--- config.mk ---
export PLATFORM = sky130hd
export DESIGN_NAME = dma_chan_engine
export DESIGN_NICKNAME = d
export VERILOG_FILES = /design/src/rtl/dma_chan_pkg.sv /design/src/rtl/dma_addr_step.sv /design/src/rtl/dma_xfer_ctrl.sv /design/src/rtl/dma_chan_engine.sv
export SDC_FILE = /design/constraint.sdc
export NUM_CORES = 1
export LEC_CHECK = 0
export BUFFER_PORTS_ARGS = -buffer_cell sky130_fd_sc_hd__buf_2
export CORE_MARGIN = 1.5
export CORE_UTILIZATION = 52
export CTS_BUF_LIST = sky130_fd_sc_hd__clkbuf_16
export DETAILED_ROUTE_END_ITERATION = 6
export PLACE_DENSITY = 0.85
export SLEW_MARGIN = 20
export SYNTH_ARGS = -nofsm -noshare
export SYNTH_HDL_FRONTEND = slang
export SYNTH_SLANG_ARGS = --single-unit
--- constraint.sdc ---
create_clock -name clk -period 3.7 [get_ports clk]
set_clock_uncertainty 0.15 [all_clocks]
set_input_delay 0.185 -clock clk [delete_from_list [all_inputs] [get_ports clk]]
set_output_delay 0.185 -clock clk [all_outputs]
set_load 0.1 [all_outputs]
--- src/rtl/dma_chan_pkg.sv ---
package dma_chan_pkg;
  // control word bit positions (decoded by the engine)
  localparam int CB_EN      = 0;
  localparam int CB_FIN     = 1;
  localparam int CB_FIN_IE  = 2;
  localparam int CB_BURST   = 3;
  localparam int CB_ERR     = 4;
  localparam int CB_ERR_IE  = 5;
  localparam int CB_SRC_SYS = 6;
  localparam int CB_DST_SYS = 7;
  localparam int CB_SRC_STEP = 8;   // 3 bits
  localparam int CB_DST_STEP = 12;  // 3 bits
  localparam int CB_DST_LINE = 16;  // 4 bits
  localparam int CB_WIDTH    = 20;  // 2 bits
  localparam int CB_SRC_LINE = 24;  // 4 bits

  localparam logic [31:0] CTRL_KEEP   = 32'h0F3F_77FF;
  localparam logic [31:0] CTRL_STATUS = 32'h0000_0012;

  localparam logic [1:0] RSEL_SRC  = 2'd0;
  localparam logic [1:0] RSEL_DST  = 2'd1;
  localparam logic [1:0] RSEL_CNT  = 2'd2;
  localparam logic [1:0] RSEL_CTRL = 2'd3;

  typedef enum logic [1:0] {
    XS_IDLE  = 2'd0,
    XS_WAIT  = 2'd1,
    XS_READ  = 2'd2,
    XS_WRITE = 2'd3
  } xfer_state_t;
endpackage

--- src/rtl/dma_addr_step.sv ---
module dma_addr_step #(
  parameter int ADDR_W = 32
) (
  input  logic [2:0]        code,
  input  logic [ADDR_W-1:0] cur,
  output logic [ADDR_W-1:0] nxt
);
  logic [ADDR_W-1:0] mag;

  always_comb begin
    case (code[1:0])
      2'b01:   mag = ADDR_W'(1);
      2'b10:   mag = ADDR_W'(2);
      2'b11:   mag = ADDR_W'(4);
      default: mag = '0;
    endcase
    nxt = code[2] ? (cur - mag) : (cur + mag);
  end
endmodule

--- src/rtl/dma_xfer_ctrl.sv ---
module dma_xfer_ctrl
  import dma_chan_pkg::*;
#(
  parameter int LINES       = 16,
  parameter int BURST_BEATS = 4
) (
  input  logic                     clk,
  input  logic                     rst,
  input  logic                     en,
  input  logic                     burst,
  input  logic                     cnt_zero,
  input  logic                     cnt_one,
  input  logic [$clog2(LINES)-1:0] src_line,
  input  logic [$clog2(LINES)-1:0] dst_line,
  input  logic [LINES-1:0]         periph_req,
  input  logic                     bus_ready,
  input  logic                     bus_err,
  output logic                     bus_valid,
  output logic                     bus_write,
  output logic                     rd_ok,
  output logic                     wr_ok,
  output logic                     cyc_done,
  output logic                     fin_evt,
  output logic                     err_evt
);
  localparam int BEAT_W = $clog2(BURST_BEATS);

  xfer_state_t       state_q;
  logic [BEAT_W-1:0] beat_q;
  logic              last_beat;
  logic              hs_ok;

  always_comb begin
    hs_ok     = ((src_line == '0) || periph_req[src_line]) &&
                ((dst_line == '0) || periph_req[dst_line]);
    last_beat = !burst || (beat_q == BEAT_W'(BURST_BEATS - 1));
    bus_valid = (state_q == XS_READ) || (state_q == XS_WRITE);
    bus_write = (state_q == XS_WRITE);
    rd_ok     = (state_q == XS_READ)  && bus_ready && !bus_err;
    wr_ok     = (state_q == XS_WRITE) && bus_ready && !bus_err;
    err_evt   = bus_valid && bus_ready && bus_err;
    cyc_done  = wr_ok && last_beat;
    fin_evt   = ((state_q == XS_IDLE) && en && cnt_zero) || (cyc_done && cnt_one);
  end

  always_ff @(posedge clk) begin
    if (rst) begin
      state_q <= XS_IDLE;
      beat_q  <= '0;
    end else begin
      case (state_q)
        XS_IDLE: begin
          beat_q <= '0;
          if (en && !cnt_zero) state_q <= XS_WAIT;
        end
        XS_WAIT: begin
          if (!en)        state_q <= XS_IDLE;
          else if (hs_ok) state_q <= XS_READ;
        end
        XS_READ: begin
          if (err_evt)    state_q <= XS_IDLE;
          else if (rd_ok) state_q <= XS_WRITE;
        end
        default: begin
          if (err_evt) begin
            state_q <= XS_IDLE;
          end else if (wr_ok) begin
            if (last_beat) begin
              beat_q  <= '0;
              state_q <= cnt_one ? XS_IDLE : XS_WAIT;
            end else begin
              beat_q  <= beat_q + 1'b1;
              state_q <= XS_READ;
            end
          end
        end
      endcase
    end
  end
endmodule

--- src/rtl/dma_chan_engine.sv ---
module dma_chan_engine
  import dma_chan_pkg::*;
#(
  parameter int ADDR_W      = 32,
  parameter int DATA_W      = 32,
  parameter int CNT_W       = 24,
  parameter int LINES       = 16,
  parameter int BURST_BEATS = 4
) (
  input  logic              clk,
  input  logic              rst,
  input  logic              reg_en,
  input  logic              reg_we,
  input  logic [3:0]        reg_addr,
  input  logic [31:0]       reg_wdata,
  output logic [31:0]       reg_rdata,
  output logic              m_valid,
  output logic              m_write,
  output logic [ADDR_W-1:0] m_addr,
  output logic [DATA_W-1:0] m_wdata,
  output logic [1:0]        m_size,
  output logic              m_sys,
  input  logic              m_ready,
  input  logic [DATA_W-1:0] m_rdata,
  input  logic              m_err,
  input  logic [LINES-1:0]  periph_req,
  output logic [LINES-1:0]  periph_ack,
  output logic              irq
);
  localparam int LINE_W = $clog2(LINES);

  logic [ADDR_W-1:0] src_q, dst_q, src_nxt, dst_nxt;
  logic [CNT_W-1:0]  cnt_q;
  logic [31:0]       ctrl_q;
  logic [DATA_W-1:0] data_q;
  logic [31:0]       rdata_q;
  logic [LINES-1:0]  ack_q, ack_nxt;
  logic              irq_q;
  logic              rd_ok, wr_ok, cyc_done, fin_evt, err_evt;
  logic              wr_src, wr_dst, wr_cnt, wr_ctrl;
  logic [LINE_W-1:0] src_line, dst_line;

  assign src_line = ctrl_q[CB_SRC_LINE +: LINE_W];
  assign dst_line = ctrl_q[CB_DST_LINE +: LINE_W];

  always_comb begin
    wr_src  = reg_en && reg_we && (reg_addr[3:2] == RSEL_SRC)  && !ctrl_q[CB_EN];
    wr_dst  = reg_en && reg_we && (reg_addr[3:2] == RSEL_DST)  && !ctrl_q[CB_EN];
    wr_cnt  = reg_en && reg_we && (reg_addr[3:2] == RSEL_CNT)  && !ctrl_q[CB_EN];
    wr_ctrl = reg_en && reg_we && (reg_addr[3:2] == RSEL_CTRL);
  end

  dma_addr_step #(.ADDR_W(ADDR_W)) u_src_step (
    .code(ctrl_q[CB_SRC_STEP +: 3]), .cur(src_q), .nxt(src_nxt));

  dma_addr_step #(.ADDR_W(ADDR_W)) u_dst_step (
    .code(ctrl_q[CB_DST_STEP +: 3]), .cur(dst_q), .nxt(dst_nxt));

  dma_xfer_ctrl #(.LINES(LINES), .BURST_BEATS(BURST_BEATS)) u_ctrl (
    .clk(clk), .rst(rst),
    .en(ctrl_q[CB_EN]), .burst(ctrl_q[CB_BURST]),
    .cnt_zero(cnt_q == '0), .cnt_one(cnt_q == CNT_W'(1)),
    .src_line(src_line), .dst_line(dst_line), .periph_req(periph_req),
    .bus_ready(m_ready), .bus_err(m_err),
    .bus_valid(m_valid), .bus_write(m_write),
    .rd_ok(rd_ok), .wr_ok(wr_ok), .cyc_done(cyc_done),
    .fin_evt(fin_evt), .err_evt(err_evt));

  always_comb begin
    ack_nxt = '0;
    for (int i = 1; i < LINES; i++) begin
      if (cyc_done && ((src_line == LINE_W'(i)) || (dst_line == LINE_W'(i))))
        ack_nxt[i] = 1'b1;
    end
  end

  always_ff @(posedge clk) begin
    if (rst) begin
      src_q   <= '0;
      dst_q   <= '0;
      cnt_q   <= '0;
      ctrl_q  <= '0;
      data_q  <= '0;
      rdata_q <= '0;
      ack_q   <= '0;
      irq_q   <= 1'b0;
    end else begin
      if (rd_ok)       src_q <= src_nxt;
      else if (wr_src) src_q <= reg_wdata[ADDR_W-1:0];

      if (wr_ok)       dst_q <= dst_nxt;
      else if (wr_dst) dst_q <= reg_wdata[ADDR_W-1:0];

      if (cyc_done)    cnt_q <= cnt_q - 1'b1;
      else if (wr_cnt) cnt_q <= reg_wdata[CNT_W-1:0];

      if (rd_ok) data_q <= m_rdata;

      if (wr_ctrl)
        ctrl_q <= (reg_wdata & CTRL_KEEP & ~CTRL_STATUS) |
                  (ctrl_q & reg_wdata & CTRL_STATUS);
      if (fin_evt) begin
        ctrl_q[CB_EN]  <= 1'b0;
        ctrl_q[CB_FIN] <= 1'b1;
      end
      if (err_evt) begin
        ctrl_q[CB_EN]  <= 1'b0;
        ctrl_q[CB_ERR] <= 1'b1;
      end

      ack_q <= ack_nxt;
      irq_q <= (ctrl_q[CB_FIN] & ctrl_q[CB_FIN_IE]) | (ctrl_q[CB_ERR] & ctrl_q[CB_ERR_IE]);

      if (reg_en && !reg_we) begin
        case (reg_addr[3:2])
          RSEL_SRC: rdata_q <= 32'(src_q);
          RSEL_DST: rdata_q <= 32'(dst_q);
          RSEL_CNT: rdata_q <= 32'(cnt_q);
          default:  rdata_q <= ctrl_q;
        endcase
      end
    end
  end

  assign reg_rdata  = rdata_q;
  assign m_addr     = m_write ? dst_q : src_q;
  assign m_wdata    = data_q;
  assign m_size     = ctrl_q[CB_WIDTH +: 2];
  assign m_sys      = m_write ? ctrl_q[CB_DST_SYS] : ctrl_q[CB_SRC_SYS];
  assign periph_ack = ack_q;
  assign irq        = irq_q;
endmodule

Yosys cells after proc, flatten, opt, wreduce, memory -nomap -nowiden
Index checks and enable logic that the tools add are counted.
{ "word_totals": {"reg_bits": 201, "inputBits": 90, "output_inout_bits": 118, "wordCells": 202} }
{ "op_classes": {"n_addsub": 6, "order_cmp": 2, "eq_ne": 48, "muxes": 49, "bitwise": 6, "n_reduce_logical": 77} }
{ "ops": {"columns": ["op", "n"], "rows": [
  ["2-to-1 mux 32 bit", 7],
  ["case mux 32 bit (3 select lines)", 1],
  ["adder 32 x 3 -> 32 bit", 2],
  ["equality test 4 bit (second input constant)", 16],
  ["subtractor 32 x 3 -> 32 bit", 2],
  ["2-to-1 mux 24 bit", 2],
  ["logical AND 1 bit", 36],
  ["equality test 4 x 3 -> 1 bit (second input constant)", 8],
  ["bitwise OR 28 x 5 -> 28 bit", 1],
  ["equality test 24 x 1 -> 1 bit (second input constant)", 1],
  ["logical NOT 24 bit", 1],
  ["2-to-1 mux 2 bit", 12],
  ["subtractor 24 x 1 -> 24 bit (second input constant)", 1],
  ["logical OR 1 bit", 20],
  ["2-to-1 mux 1 bit", 20],
  ["equality test 2 bit (second input constant)", 9],
  ["case mux 3 bit (3 select lines)", 2],
  ["equality test 4 x 2 -> 1 bit (second input constant)", 4],
  ["nonzero test 2 bit", 6],
  ["< comparator 4 x 5 -> 1 bit (second input constant)", 2],
  ["binary-select mux 1 bit (select 4 bit)", 2],
  ["equality test 2 x 1 -> 1 bit (second input constant)", 4],
  ["equality test 4 x 1 -> 1 bit (second input constant)", 2],
  ["logical NOT 4 bit", 2],
  ["19 further kinds", 25]
]} }

Longest topological paths before layout
{ "depth": {"ltp_word": 7, "depth_mapped": 14, "depth_no_buf": 13} }

Cells and area by module
From an unflattened synthesis, not the netlist that was laid out.
{ "unflattened": {"hier_cells": 1545, "area_unflattened_um2": 13385.3} }
{ "by_module_without_submodules": {"columns": ["mod", "n_inst", "cells_each", "area_each_um2", "seq_area_each_um2"], "rows": [
  ["dma_chan_engine", 1, 979, 9049.9, 3843.7],
  ["dma_addr_step at u_src_step", 1, 246, 1854.3, 0.0],
  ["dma_addr_step at u_dst_step", 1, 240, 1795.5, 0.0],
  ["dma_xfer_ctrl", 1, 80, 685.7, 80.1]
]} }

Worst setup path before layout
No wires, ideal clock.
{ "synth_path": {"path_type": "reg-to-output", "from": "register u_ctrl.state_q[0]", "to": "output port m_addr[0]", "t_arrival_ps": 3638, "required_ps": 3365, "path_slack_ps": -273, "stages_incl_launch_ff": 5, "n_path_buf": 2, "cell_sequence": "dfxtp_1 > ha_1 > clkbuf_1 > buf_1 > o21ai_0"} }
{ "synth_between": {"elab_chain_len": 2} }
{ "synth_lines": {"columns": ["item", "line_no", "text"], "rows": [
  ["start: declaration", "dma_xfer_ctrl.sv:28", "xfer_state_t state_q;"],
  ["start signal: assignment", "dma_xfer_ctrl.sv:70", "state_q <= cnt_one ? XS_IDLE : XS_WAIT;"],
  ["equality test 2 bit", "dma_xfer_ctrl.sv:38", "bus_write = (state_q == XS_WRITE);"],
  ["named net m_write", "dma_chan_engine.sv:18", "output logic m_write,"],
  ["2-to-1 mux 32 bit", "dma_chan_engine.sv:126", "assign m_addr = m_write ? dst_q : src_q;"],
  ["end: declaration", "dma_chan_engine.sv:19", "output logic [ADDR_W-1:0] m_addr,"]
]} }
The timed path passes the listed nets, and every way through them passes these cells.

Worst setup path in the final report
{ "layout_path": {"from": "register ctrl_q[8]", "to": "register src_q[26]"} }
{ "layout_between": {"elab_chain_len": 5, "word_cells_on_any_way": 8, "cone_classes": "add/sub (2); eq/ne (3); mux (3)"} }
{ "layout_lines": {"columns": ["item", "line_no", "text"], "rows": [
  ["start: declaration", "dma_chan_engine.sv:34", "logic [31:0] ctrl_q;"],
  ["start signal: assignment", "dma_chan_engine.sv:100", "ctrl_q <= (reg_wdata & CTRL_KEEP & ~CTRL_STATUS) |"],
  ["equality test 2 bit or equality test 2 x 1 -> 1 bit (tied branches)", "dma_addr_step.sv:11", "case (code[1:0])"],
  ["case mux 3 bit (3 select lines) *", "dma_addr_step.sv:11", null],
  ["adder 32 x 3 -> 32 bit or subtractor 32 x 3 -> 32 bit (tied branches)", "dma_addr_step.sv:17", "nxt = code[2] ? (cur - mag) : (cur + mag);"],
  ["2-to-1 mux 32 bit *", "dma_addr_step.sv:17", null],
  ["2-to-1 mux 32 bit *", "dma_chan_engine.sv:88", "if (rd_ok) src_q <= src_nxt;"],
  ["end signal: assignment", "dma_chan_engine.sv:88", null],
  ["end signal: assignment", "dma_chan_engine.sv:89", "else if (wr_src) src_q <= reg_wdata[ADDR_W-1:0];"],
  ["end: declaration", "dma_chan_engine.sv:32", "logic [ADDR_W-1:0] src_q, dst_q, src_nxt, dst_nxt;"]
]} }
Mark *: on every way between the ends. The rest lies on a longest branch, timed or not.
A chain may end at the register's enable or synchronous reset.

==> results by group <==
Global routing
  • Met3 GRT Util: 0.0623
  • Global-route wire length before repair: 68800 um
  • GRT busiest layer: met2
  • Initial antenna violation count: 0
  • Vias in the first global route: approximately 13000
  • Met2 usage: 0.557
  • Largest net degree at the start of global routing: 111
  • Total GRT Usage: 0.333
  • Grt ovf: 0
  • Met1 Use GR: 0.403

Pwr
  • Pwr per Cell Area: 451 nW/um2
  • VDD IR-drop max: 319 uV
  • Leakage power: a little under 7 nW
  • Pwr Total: 0.00707 W

Synth
  • Synth Register Bits: between 150 and 200
  • Asr flop ratio synth: 0
  • Post-synth EDFFs: 0
  • Syn Std Cell Area: about 13000 um2
  • Post-Synthesis Cells: approximately 1600
  • Syn_nets: 1771
  • Syn. warnings: 0
  • Post-synthesis sequential area ratio: 0.299
  • Main synth FF type: dfxtp_1
  • Mean Syn Cell Area: 8.21 um2
  • Yosys cell types: 78

Floorplan
  • Die X-Extent: around 160 um
  • Row cnt: 57
  • Die height: 162 um
  • Die area: 26200 um2
  • Starting density of the core: 0.534
  • I/O pins: 208
  • Area of the core: around 25000 um2

Setup path
  • Launch point of the critical path: ctrl_q[8]$_SDFFE_PP0P_
  • Crit. End Element: flop
  • CP max-delay cell: a41oi_1
  • Critical path's largest stage delay: 0.43 ns
  • CP arrival: 3.67 ns
  • CP max FO: 5
  • Critical path buffers and inverters: 2
  • Reg2reg start: ctrl_q[8]$_SDFFE_PP0P_
  • CP Class: flop to flop
  • Crit path max-delay family: compound AO/OA/AOI/OAI gates
  • Crit-path cells: inv_1 > ha_1 > nor2_1 > buf_4 > a21oi_1 > ha_1 > a211oi_1 > o21ai_1 > a221o_1 > o21ai_2 > o21ai_1 > a41oi_1 > xor2_1 > o22ai_1
  • Critical Path RT: 3.87 ns
  • Startpoint types: flop

CTS
  • Reg clk slew, reported paths: 0.07 ns
  • CTS Buf Count: 17
  • Clk sinks: 196
  • CTS tree: built
  • CTS Buffer Depth: 2
  • Clock Latency Late Sink: roughly 0.44 ns
  • Root buffer cell: clkbuf_16
  • H-Tree Level Count: 4

Timing
  • Post-layout min period: 3.50 ns
  • Slew @ Worst Pin: around 1.1 ns
  • Final Cycle Share: 0.947
  • Max-slew violations: 0
  • Slew HR: 0.296
  • Max Freq: 286 MHz
  • Final setup vio count: 0
  • RSZ-0062 raised after global routing: false
  • Setup TNS: 0 ns
  • Fin. Hold Viols: 0

Placement
  • DP HPWL: 31700 um
  • I/O Buffers: 203
  • Routability cong.: 0.966

Final layout
  • Area of the multi-input gates: 8670 um2
  • Register area: 3930 um2
  • Ant. Diodes: 0
  • Layout Area Growth over Synthesis: 19.7%
  • Final Util: 0.639
  • Fill count: 2042
  • Fin nets: 2000
  • Layout cells sized above 1: 0.210

Detailed routing
  • Routed Antenna Nets: 0
  • DRC: 0
  • Total number of vias: 13433
  • WL per Instance: about 20 um
  • Routed WL: 44300 um
  • Initial drt markers: around 1300
  • Vias per cell: about 6.2
  • Drt first pass iters: 6

Status
  • Status: finished clean

Flow run
  • Max-cap violations: 0

Min path
  • Beginning of the worst hold path: reg_wdata[30]
  • Worst hold path type: primary input to flop
## tightest hold or removal path: stages
cell and delay (ns):
buf_2 0.13, a211oi_1 0.08, a211oi_1 0.19
## layout by cell type, fill, tap and decap left out, types with 4 or more instances in the layout
cell and n:
a2111oi_0 4, a2111oi_2 4, a211oi_1 66, a21o_1 26, a21oi_1 178, a221oi_1 9, a22oi_1 6, a31oi_1 9
and2_1 16, and3_1 10, buf_2 202, buf_4 46, clkbuf_16 17, dfxtp_1 195, dlygate4sd3_1 62, ha_1 80
inv_1 33, inv_6 5, mux2_2 44, mux2i_1 63, mux4_2 27, nand2_1 231, nand2b_1 23, nand3_1 18
nand4_1 16, nor2_1 131, nor2b_1 14, nor3_1 42, nor4_1 7, o211ai_1 9, o21a_1 14, o21ai_0 52
o21ai_1 10, o21bai_1 9, o22ai_1 21, o31ai_1 10, xnor2_1 25, xor2_1 22
## flip-flops by register name, indices dropped and copies added (netlist names)
signal	count
cnt_q	24
ctrl_q	24
dst_q	32
irq	1
m_wdata	32
periph_ack	15
reg_rdata	32
src_q	32
u_ctrl.beat_q	2
u_ctrl.state_q	2
## metrics by stage
stage               hold slack [ns]  std cells  worst slack (ns)  cell area [um2]
CTS                          0.0209       2162             0.101            15700
global placement              0.275       2068             0.220            14500
finish                       0.0400       2162             0.198            15700
floorplan                     0.171       1596             0.197            13100
detailed placement            0.281       2068             0.181            14500
global route                 0.0651       2162            0.0278            15700
## path summary, 6_finish.rpt
| kind | end | slack [ns] | cells after the start |
|---|---|---|---|
| worst max-delay path | src_q[26]$_SDFFE_PP0P_ | 0.20 | 14 |
| worst max register to register | src_q[26]$_SDFFE_PP0P_ | 0.20 | 14 |
| worst min register to register | m_wdata[10]$_SDFFE_PP0P_ | 0.30 | 2 |
| worst min-delay path | dst_q[30]$_SDFFE_PP0P_ | 0.04 | 3 |
## final cells by class
cell class	count	share of cell area
multi-input combinational	1267	0.553
tap	324	0.0258
clock buffer	17	0.0271
inverter	31	0.00742
timing repair buffer	312	0.128
clock inverter	15	0.00838
sequential	196	0.250
## synthesized netlist by cell type, types with 5 or more instances
master	n	area [um2]
nand2_1	232	871
dfxtp_1	196	3920
a21oi_1	178	891
nor2_1	131	492
ha_1	83	1040
clkbuf_1	73	274
a211oi_1	66	495
mux2i_1	63	631
o21ai_0	55	275
mux2_2	44	495
nor3_1	42	210
inv_1	31	116
mux4_2	27	608
a21o_1	26	195
xnor2_1	25	219
nand2b_1	23	144
xor2_1	22	193
o22ai_1	21	131
nand3_1	18	90.1
and2_1	16	100
nand4_1	16	100
nor2b_1	15	93.8
buf_2	14	70.1
o21a_1	14	105
and3_1	10	62.6
o31ai_1	10	75.1
a221oi_1	9	78.8
a31oi_1	9	56.3
buf_1	9	33.8
o211ai_1	9	67.6
o21bai_1	9	67.6
nor4_1	8	50.1
o21ai_1	7	35.0
a22oi_1	6	45.0
a2111oi_0	5	43.8
## cell families after synthesis
| logic type | count (synthesis) | share of synthesized area |
|---|---|---|
| AND/OR/NAND/NOR | 542 | 0.189 |
| adder cells (fa/ha/maj) | 85 | 0.0823 |
| XOR/XNOR | 47 | 0.0314 |
| flip-flops | 196 | 0.299 |
| AO/OA/AOI/OAI | 457 | 0.221 |
| buffers and inverters | 133 | 0.0426 |
| other | 1 | 0.000286 |
| multiplexers | 135 | 0.134 |
## metal layers
metal / share of wire / wire length, um
met1: 0.39 / 17100
met4: 0.057 / 2540
met3: 0.085 / 3780
met5: 0 / 0
met2: 0.47 / 20900
## report_power, final
group          total, W  switching (W)  internal, W
Sequential      0.00232       0.000114      0.00220
Clock           0.00180       0.000870     0.000934
Combinational   0.00295        0.00187      0.00108
Total           0.00707        0.00285      0.00422
## what timing repair did
| item | in CTS | in global routing |
|---|---|---|
| hold endpoints to repair | 87 | 0 |
| resized for setup | 0 | 10 |
| hold buffers | 62 | 0 |
| setup endpoints to repair | 0 | 9 |
| buffers inserted | 0 | 0 |
(Power assumes the default switching activity.)
